<file path="src/rtl/chan_pkg.sv">
`timescale 1ns/1ps
package chan_pkg;

    localparam int unsigned WORD_W     = 32;
    localparam int unsigned CNT_W      = 16;
    localparam int unsigned DIR_BIT    = 0;
    localparam int unsigned EOB_BIT    = 1;
    localparam int unsigned CNT_LSB    = 16;
    localparam int unsigned DESC_WORDS = 3;
    localparam int unsigned ALIGN_BITS = 2;

    typedef enum logic [2:0] {
        S_IDLE,
        S_FETCH,
        S_CHECK,
        S_MRD,
        S_TX,
        S_RX,
        S_MWR,
        S_NEXT
    } seq_state_e;

    typedef enum logic [1:0] {
        ERR_NONE     = 2'd0,
        ERR_ZERO_CNT = 2'd1,
        ERR_MISALIGN = 2'd2
    } chan_err_e;

    typedef struct packed {
        logic             to_mem;
        logic             eob;
        logic [CNT_W-1:0] count;
    } desc_ctl_t;

    function automatic desc_ctl_t unpack_ctl(input logic [WORD_W-1:0] w);
        desc_ctl_t c;
        c.to_mem = w[DIR_BIT];
        c.eob    = w[EOB_BIT];
        c.count  = w[CNT_LSB +: CNT_W];
        return c;
    endfunction

    function automatic logic [3:0] word_offset(input logic [1:0] idx);
        return {idx, 2'b00};
    endfunction

endpackage

</file>
<file path="src/rtl/chan_desc_regs.sv">
`timescale 1ns/1ps
module chan_desc_regs
    import chan_pkg::*;
#(
    parameter int unsigned AW = 32
) (
    input  logic              clk,
    input  logic              rst,
    input  logic              load_ctl,
    input  logic              load_buf,
    input  logic              load_next,
    input  logic [WORD_W-1:0] word_in,
    input  logic              step,
    output desc_ctl_t         ctl,
    output logic [AW-1:0]     buf_addr,
    output logic [AW-1:0]     next_ptr,
    output logic              last_byte
);

    always_ff @(posedge clk) begin
        if (rst) begin
            ctl      <= '0;
            buf_addr <= '0;
            next_ptr <= '0;
        end else begin
            if (load_ctl) begin
                ctl <= unpack_ctl(word_in);
            end else if (step) begin
                ctl.count <= ctl.count - 1'b1;
            end
            if (load_buf) begin
                buf_addr <= word_in[AW-1:0];
            end else if (step) begin
                buf_addr <= buf_addr + 1'b1;
            end
            if (load_next) begin
                next_ptr <= word_in[AW-1:0];
            end
        end
    end

    assign last_byte = (ctl.count == CNT_W'(1));

    // a byte never moves against an exhausted count
    a_r9_step_nonzero: assert property (@(posedge clk) disable iff (rst)
        step |-> (ctl.count != '0));

endmodule

</file>
<file path="src/rtl/chan_seq.sv">
`timescale 1ns/1ps
module chan_seq
    import chan_pkg::*;
#(
    parameter int unsigned AW = 32
) (
    input  logic          clk,
    input  logic          rst,
    input  logic          start,
    input  logic [AW-1:0] start_ptr,
    input  logic          bus_gnt,
    input  logic [7:0]    rd_byte,
    input  logic          tx_ready,
    input  logic          rx_valid,
    input  logic [7:0]    rx_data,
    input  desc_ctl_t     ctl,
    input  logic          last_byte,
    input  logic [AW-1:0] next_ptr,
    output seq_state_e    state,
    output logic [1:0]    word_idx,
    output logic [AW-1:0] pc,
    output logic          load_ctl,
    output logic          load_buf,
    output logic          load_next,
    output logic          step,
    output logic [7:0]    hold,
    output logic          busy,
    output logic          done,
    output logic          err,
    output chan_err_e     err_code,
    output logic          irq,
    output logic          tx_valid,
    output logic          tx_last,
    output logic          rx_ready,
    output logic          bus_req,
    output logic          mem_we
);

    localparam logic [1:0] LAST_WORD = 2'(DESC_WORDS - 1);

    function automatic logic misaligned(input logic [AW-1:0] p);
        return p[ALIGN_BITS-1:0] != '0;
    endfunction

    logic fetch_hit;

    always_comb begin
        bus_req   = (state == S_FETCH) || (state == S_MRD) || (state == S_MWR);
        mem_we    = (state == S_MWR);
        tx_valid  = (state == S_TX);
        rx_ready  = (state == S_RX);
        tx_last   = tx_valid && ctl.eob && last_byte;
        fetch_hit = (state == S_FETCH) && bus_gnt;
        load_ctl  = fetch_hit && (word_idx == 2'd0);
        load_buf  = fetch_hit && (word_idx == 2'd1);
        load_next = fetch_hit && (word_idx == 2'd2);
        step      = ((state == S_TX) && tx_ready) || ((state == S_MWR) && bus_gnt);
    end

    always_ff @(posedge clk) begin
        if (rst) begin
            state    <= S_IDLE;
            word_idx <= '0;
            pc       <= '0;
            hold     <= '0;
            busy     <= 1'b0;
            done     <= 1'b0;
            err      <= 1'b0;
            err_code <= ERR_NONE;
            irq      <= 1'b0;
        end else begin
            irq <= 1'b0;
            unique case (state)
                S_IDLE: begin
                    if (start) begin
                        done     <= 1'b0;
                        err      <= 1'b0;
                        err_code <= ERR_NONE;
                        if (misaligned(start_ptr)) begin
                            err      <= 1'b1;
                            err_code <= ERR_MISALIGN;
                            irq      <= 1'b1;
                        end else begin
                            pc       <= start_ptr;
                            word_idx <= '0;
                            busy     <= 1'b1;
                            state    <= S_FETCH;
                        end
                    end
                end
                S_FETCH: begin
                    if (bus_gnt) begin
                        if (word_idx == LAST_WORD) begin
                            state <= S_CHECK;
                        end else begin
                            word_idx <= word_idx + 2'd1;
                        end
                    end
                end
                S_CHECK: begin
                    if (ctl.count == '0) begin
                        err      <= 1'b1;
                        err_code <= ERR_ZERO_CNT;
                        busy     <= 1'b0;
                        irq      <= 1'b1;
                        state    <= S_IDLE;
                    end else begin
                        state <= ctl.to_mem ? S_RX : S_MRD;
                    end
                end
                S_MRD: begin
                    if (bus_gnt) begin
                        hold  <= rd_byte;
                        state <= S_TX;
                    end
                end
                S_TX: begin
                    if (tx_ready) begin
                        state <= last_byte ? S_NEXT : S_MRD;
                    end
                end
                S_RX: begin
                    if (rx_valid) begin
                        hold  <= rx_data;
                        state <= S_MWR;
                    end
                end
                S_MWR: begin
                    if (bus_gnt) begin
                        state <= last_byte ? S_NEXT : S_RX;
                    end
                end
                S_NEXT: begin
                    if (next_ptr == '0) begin
                        done  <= 1'b1;
                        busy  <= 1'b0;
                        irq   <= 1'b1;
                        state <= S_IDLE;
                    end else if (misaligned(next_ptr)) begin
                        err      <= 1'b1;
                        err_code <= ERR_MISALIGN;
                        busy     <= 1'b0;
                        irq      <= 1'b1;
                        state    <= S_IDLE;
                    end else begin
                        pc       <= next_ptr;
                        word_idx <= '0;
                        state    <= S_FETCH;
                    end
                end
                default: state <= S_IDLE;
            endcase
        end
    end

    // the interrupt is a single-cycle pulse
    a_r8_irq_pulse: assert property (@(posedge clk) disable iff (rst)
        irq |=> !irq);

    // an idle engine drives no bus or device handshake
    a_r8_idle_quiet: assert property (@(posedge clk) disable iff (rst)
        !busy |-> (!bus_req && !tx_valid && !rx_ready));

    // busy, done and err are mutually exclusive
    a_r8_status_excl: assert property (@(posedge clk) disable iff (rst)
        $onehot0({busy, done, err}));

    // an offered byte is held until taken
    a_r12_tx_hold: assert property (@(posedge clk) disable iff (rst)
        (tx_valid && !tx_ready) |=> (tx_valid && $stable(hold)));

endmodule

</file>
<file path="src/rtl/chan_bus_if.sv">
`timescale 1ns/1ps
module chan_bus_if
    import chan_pkg::*;
#(
    parameter int unsigned AW = 32
) (
    input  seq_state_e    state,
    input  logic [1:0]    word_idx,
    input  logic [AW-1:0] pc,
    input  logic [AW-1:0] buf_addr,
    input  logic [7:0]    hold,
    output logic [AW-1:0] mem_addr,
    output logic          mem_word,
    output logic [7:0]    mem_wdata
);

    always_comb begin
        mem_word  = (state == S_FETCH);
        mem_addr  = mem_word ? (pc + AW'(word_offset(word_idx))) : buf_addr;
        mem_wdata = hold;
    end

endmodule

</file>
<file path="src/rtl/chan_engine.sv">
`timescale 1ns/1ps
module chan_engine
    import chan_pkg::*;
#(
    parameter int unsigned AW = 32
) (
    input  logic          clk,
    input  logic          rst,
    input  logic          start,
    input  logic [AW-1:0] start_ptr,
    output logic          busy,
    output logic          done,
    output logic          err,
    output logic [1:0]    err_code,
    output logic          irq,
    output logic [AW-1:0] chan_pc,
    output logic          bus_req,
    input  logic          bus_gnt,
    output logic [AW-1:0] mem_addr,
    output logic          mem_word,
    output logic          mem_we,
    output logic [7:0]    mem_wdata,
    input  logic [31:0]   mem_rdata,
    output logic          tx_valid,
    input  logic          tx_ready,
    output logic [7:0]    tx_data,
    output logic          tx_last,
    input  logic          rx_valid,
    output logic          rx_ready,
    input  logic [7:0]    rx_data
);

    seq_state_e    state;
    logic [1:0]    word_idx;
    logic          load_ctl, load_buf, load_next, step, last_byte;
    logic [7:0]    hold;
    desc_ctl_t     ctl;
    logic [AW-1:0] buf_addr, next_ptr;
    chan_err_e     err_e;

    chan_desc_regs #(.AW(AW)) u_regs (
        .clk       (clk),
        .rst       (rst),
        .load_ctl  (load_ctl),
        .load_buf  (load_buf),
        .load_next (load_next),
        .word_in   (mem_rdata),
        .step      (step),
        .ctl       (ctl),
        .buf_addr  (buf_addr),
        .next_ptr  (next_ptr),
        .last_byte (last_byte)
    );

    chan_seq #(.AW(AW)) u_seq (
        .clk       (clk),
        .rst       (rst),
        .start     (start),
        .start_ptr (start_ptr),
        .bus_gnt   (bus_gnt),
        .rd_byte   (mem_rdata[7:0]),
        .tx_ready  (tx_ready),
        .rx_valid  (rx_valid),
        .rx_data   (rx_data),
        .ctl       (ctl),
        .last_byte (last_byte),
        .next_ptr  (next_ptr),
        .state     (state),
        .word_idx  (word_idx),
        .pc        (chan_pc),
        .load_ctl  (load_ctl),
        .load_buf  (load_buf),
        .load_next (load_next),
        .step      (step),
        .hold      (hold),
        .busy      (busy),
        .done      (done),
        .err       (err),
        .err_code  (err_e),
        .irq       (irq),
        .tx_valid  (tx_valid),
        .tx_last   (tx_last),
        .rx_ready  (rx_ready),
        .bus_req   (bus_req),
        .mem_we    (mem_we)
    );

    chan_bus_if #(.AW(AW)) u_bus (
        .state     (state),
        .word_idx  (word_idx),
        .pc        (chan_pc),
        .buf_addr  (buf_addr),
        .hold      (hold),
        .mem_addr  (mem_addr),
        .mem_word  (mem_word),
        .mem_wdata (mem_wdata)
    );

    assign err_code = err_e;
    assign tx_data  = hold;

    // a pending request keeps its address until granted
    a_r7_req_hold: assert property (@(posedge clk) disable iff (rst)
        (bus_req && !bus_gnt) |=> (bus_req && $stable(mem_addr)));

    // outbound bytes only for memory-to-device descriptors
    a_r3_tx_dir: assert property (@(posedge clk) disable iff (rst)
        tx_valid |-> !ctl.to_mem);

    // memory writes only for device-to-memory descriptors
    a_r4_wr_dir: assert property (@(posedge clk) disable iff (rst)
        mem_we |-> (ctl.to_mem && !mem_word));

endmodule

</file>
<file path="config.mk">
export PLATFORM = sky130hd
export DESIGN_NAME = chan_engine
export DESIGN_NICKNAME = d
export VERILOG_FILES = /design/src/rtl/chan_pkg.sv /design/src/rtl/chan_desc_regs.sv /design/src/rtl/chan_seq.sv /design/src/rtl/chan_bus_if.sv /design/src/rtl/chan_engine.sv
export SDC_FILE = /design/constraint.sdc
export NUM_CORES = 1
export LEC_CHECK = 0
export CAP_MARGIN = 0
export CORE_ASPECT_RATIO = 0.75
export CORE_MARGIN = 3
export CORE_UTILIZATION = 39
export CTS_CLUSTER_DIAMETER = 200
export DETAILED_ROUTE_END_ITERATION = 8
export PLACE_DENSITY = 0.74
export SLEW_MARGIN = 5
export SYNTH_ARGS = -nofsm -noshare
export SYNTH_HDL_FRONTEND = slang
export SYNTH_HIERARCHICAL = 1
export SYNTH_SLANG_ARGS = --single-unit
</file>
<file path="constraint.sdc">
create_clock -name clk -period 5.26 [get_ports clk]
set_clock_uncertainty 0.2 [all_clocks]
set_input_delay 1.052 -clock clk [delete_from_list [all_inputs] [get_ports clk]]
set_output_delay 1.052 -clock clk [all_outputs]
set_load 0.005 [all_outputs]
</file>
**Word-level counts from Yosys, hierarchy flattened**

Cells that the tools add are included.

- Flip-flop bits (word level): 133
- Output and inout port bits: 92

- $add $sub $neg: 4
- Eq/ne operators: 25
- Mux-type cells: 61
- Reduce and logical (&&, ||, !) cells: 30

Operators by type and width:

| operator | number |
|---|---|
| $mux W32 | 7 |
| $pmux W32 S2 | 1 |
| $mux W3 | 12 |
| $add A32 B1 Y32 const B | 1 |
| $add A32 B4 Y32 | 1 |
| $logic_not A32 Y1 | 1 |
| $mux W16 | 2 |
| $mux W2 | 12 |
| $pmux W3 S8 | 1 |
| $ne A2 B2 Y1 const B | 9 |
| $mux W1 | 17 |
| $eq A16 B1 Y1 const B | 1 |
| $logic_not A16 Y1 | 1 |
| $mux W8 | 2 |
| $pmux W8 S2 | 1 |
| $sub A16 B1 Y16 const B | 1 |
| $reduce_and A5 Y1 | 3 |
| $eq A3 B3 Y1 const B | 4 |
| $pmux W2 S3 | 2 |
| $reduce_bool A2 Y1 | 6 |
| $ne A2 B1 Y1 const B | 5 |
| $pmux W1 S3 | 3 |
| $logic_and A1 B1 Y1 | 8 |
| $reduce_and A8 Y1 | 1 |
| other kinds (13) | 18 |

**Longest topological paths before layout**

- Depth in word-level cells: 5
- Depth in mapped cells: 11
- Depth with buffers taken out: 8

**By module**

The synthesis kept the hierarchy.

By module, submodules not included:

| module | times used | cells an instance | area each (um^2) | seq. area each (um^2) |
|---|---|---|---|---|
| chan_desc_regs | 1 | 429 | 3877.5 | 1641.6 |
| chan_seq | 1 | 313 | 2617.5 | 1021.0 |
| chan_bus_if | 1 | 171 | 1003.5 | 0.0 |

**Worst setup path after synthesis**

No wires, ideal clock.

- Path kind: flip-flop to output port
- From: register u_seq.word_idx[0]
- To: output port mem_addr[26]
- Data arrival time: 2093 ps
- Required time: 4008 ps
- Setup slack: 1915 ps
- Stages on the path, launching flop included: 9
- Path buffers: 0
- Cell sequence: dfxtp_1 ha_1 inv_1 fa_1 nand4b_2 nor4_4 nand4_1 xor2_1 o21ai_2

- Word-level cells in the longest chain between the ends: 2

RTL lines:

| what | line | source |
|---|---|---|
| start, declared | chan_seq.sv:20 | `output logic [1:0] word_idx,` |
| start signal, assigned | chan_seq.sv:96 | `word_idx <= word_idx + 2'd1;` |
| $add A32 B4 Y32 | chan_bus_if.sv:19 | `mem_addr = mem_word ? (pc + AW'(word_offset(word_idx))) : buf_addr;` |
| $mux W32 | chan_bus_if.sv:19 |  |
| end, declared | chan_engine.sv:19 | `output logic [AW-1:0] mem_addr,` |

Every way passes these cells.

**Final worst setup path**

- From: register u_seq.word_idx[0]
- To: output port mem_addr[28]

Same word-level chain as after synthesis.

==> results.ini <==
[outcome]
status=complete, no violations

[timing]
relSlewSlack_pct=23.5
finalHoldViolCount=0
fin_setup_tns_ns=0
rsz0062_at_grt=no
fin_crit_sh_pct=91.6
setup_viol=0
tightest_slew_ns=1.15
fmax_mhz=208
drv_slew=0
fin_crit_ns=4.82

[worst_setup_path]
r2r_cells=9
cp_slowest_cell=nor4_4
crit_path_end_kind=output pin
startpoint_type=flop
cp_data_arrival_time_ns=3.56
critPathRequiredTime_ns=4.01
crit_chain=ha_1 > inv_1 > fa_1 > nand4b_2 > nor4_4 > nand4_1 > xnor2_1 > o21ai_1 > clkdlybuf4s50_1
path_class=flop to output pin
critPathMaxFanout=8
critical-path-max-stage-delay_ns=0.65

[floorplanning]
coreArea_mm2=0.0187
io_pins=170
die_y_um=126
start_util_pct=40.2
num_rows=43
die_w_um=166
die-area_mm2=0.0209

[logic_synthesis]
ys.flop_type=dfxtp_1
ys_ff_latch=133
seq_area_frac_synth_pct=35.5
synth_edf_count=0
yosys.area.top_type=dfxtp_1
synthArstFlopShare_pct=0
synthCells=913
synthTopCellsByArea=dfxtp_1, mux2i_1, nor2_1
ys_types=72
synth.net_count=1000
syn_area_mm2=0.00750
yosysWarnings=6
yosysTopAreaCellShare_pct=35.5
avgSynthCellArea_um2=8.21

[cts]
holdBufCountCts=0
clk_pin_slew_worst_paths_ns=0.06
cts_setup_buffers=0
cts_max_level=4
cts_made_buffers=17
cts_tree=done
post_cts_resized=0
clkLatencyLatePin_ns=0.42
clock-sinks=133
cts-root-buf=clkbuf_16
clock_path_buffers=2

[finish]
fill_cells=1689
syn_to_final_growth_pct=30.8
nets=1130
n_antenna_cell=0
layout-drive-gt1-share_pct=6.93
design_area_mm2=0.00981

[min_path]
hold_class=flop to flop
hold_depth=2

[power_and_ir_drop]
p_comb_share_pct=23.3
swShare_pct=29.8
internal-power_mw=2.21
ir_drop_uv=237
clkPwrFrac_pct=40.0
netSwitchingPower_uw=938
powerDensity_mw_per_mm2=321
leakage_nw=3.34
pwr-share-seq_pct=36.7

[grt]
grt_pass1_vias=6737
grt_pass1_wl_mm=37.2
grtUsageTotal_pct=22.0
gr-total-overflow=0
grt_start_max_net_pins=100
antenna_found_initial=0

[placement]
dpl_cell_area_mm2=0.00919
port_buffers=169
hpwl_mm=16.6
gp_congestion=0.891

[drt]
viasPerCell=5.58
postRouteAntennaNets=0
drc=0
routed_wl_mm=23.5
wl_per_cell_um=18.1
vias=7253
drtPass1Iterations=6
drt_iter0_drc=673

[job]
cap_violations=0

[per-stage QoR]
step | power [mW] | std cells | setup WS [ns] | utilization, % | hold slack (ns)
floorplan | 1.63 | 913 | 1.92 | - | 0.252
global placement | 1.89 | 1271 | 1.03 | 49.2 | 0.246
detailed placement | 1.90 | 1271 | 0.973 | 49.2 | 0.258
CTS | 3.16 | 1300 | 0.484 | 52.5 | 0.269
global route | 3.29 | 1300 | 0.342 | 52.5 | 0.282
finish | 3.15 | 1300 | 0.444 | 52.5 | 0.272
[cells in the final DEF, fill, tap and decap left out, types with 3 or more instances in the layout]
cell type        Yosys  routed
and4_1               5       5
nor2b_1              6       6
a311oi_1             9       9
clkbuf_8             2       3
xor2_1              44      44
o21ai_1             16      16
nand3_1             53      53
a211oi_1            21      21
clkdlybuf4s50_1      0     168
nand4_1             21      21
nand3_2              7       7
dfxtp_1            133     133
clkinvlp_4           0       3
a22oi_1             31      31
bufinv_16            0       4
o211ai_1             3       3
buf_4               12      12
or3_1                3       3
clkbuf_16            0      17
o21ai_0             16      16
nor2_1             115     115
and3_2               2       3
xnor2_1             29      29
nor4_1              22      22
inv_1               18      18
ha_1                 8       8
and2_1               3       3
and3_1              10       9
mux2i_1             54      54
nor3b_1              6       6
nor3_1              19      19
nand2_1             94      94
a21oi_1             50      50
[power by group through the flow]
stage               Combinational, mW  Sequential, mW  Clock [mW]
finish                          0.734            1.16        1.26
global route                    0.805            1.17        1.32
CTS                             0.729            1.15        1.28
detailed placement              0.724            1.18           0
global placement                0.720            1.17           0
floorplan                       0.479            1.15           0
[critical path, delay by kind of cell, from the launching register on]
| kind | cells | cell delay [ns] |
|---|---|---|
| buf+inv | 2 | 0.58 |
| xor+xnor | 1 | 0.19 |
| flops | 1 | 0.43 |
| simple gates | 3 | 1.15 |
| compound gates | 1 | 0.12 |
| fa+ha+maj | 2 | 0.66 |
[cells in the mapped netlist (all sizes together) (25+ instances only)]
master,n
dfxtp,133
nor2,116
nand2,94
nand3,60
mux2i,54
a21oi,51
xor2,44
clkbuf,35
o21ai,35
buf,33
a22oi,31
xnor2,29
nor4,25
[metal layers]
metal | wire, um | track usage (%) | vias up
met5 | 0 | 0 | -
met4 | 456 | 6.11 | 0
met3 | 1690 | 5.05 | 31
met2 | 10100 | 32.5 | 272
met1 | 11300 | 32.0 | 3438
li1 | - | - | 3512
[cell families (layout without fill, tap and decap cells)]
| logic type | after synthesis | after routing | synth area share, % |
|---|---|---|---|
| compound gates | 167 | 167 | 14.6 |
| fa+ha+maj | 9 | 9 | 1.60 |
| xor+xnor | 73 | 73 | 8.53 |
| simple gates | 387 | 387 | 26.3 |
| flops | 133 | 133 | 35.5 |
| mux | 54 | 54 | 7.21 |
| buf+inv | 90 | 230 | 6.26 |
[worst paths after layout]
path / startpoint / slack (ns) / to
setup / recovery: u_seq/word_idx[0] / 0.44 / mem_addr[28]
hold / removal: u_seq/done / 0.27 / u_seq/done
setup reg to reg: u_seq/state[2] / 1.87 / u_regs/ctl[13]
hold reg to reg: u_seq/done / 0.27 / u_seq/done
[sequential cells by signal (all words and copies together), names as in the netlist]
signal           count
u_regs/buf_addr     32
u_regs/ctl          18
u_regs/next_ptr     32
u_seq/busy           1
u_seq/done           1
u_seq/err            1
u_seq/err_code       2
u_seq/hold           8
u_seq/irq            1
u_seq/pc            32
u_seq/state          3
u_seq/word_idx       2
[area by class of cell]
class / count / area, um^2 / area share (%)
well taps: 247 / 309 / 3.15
flip-flops and latches: 133 / 2660 / 27.1
multi-input cells: 690 / 4370 / 44.5
repair buffers: 180 / 1770 / 18.1
inverters: 21 / 78.8 / 0.804
clock buffers: 20 / 467 / 4.76
clock inverters: 9 / 153 / 1.56
(Power assumes the default switching activity.)
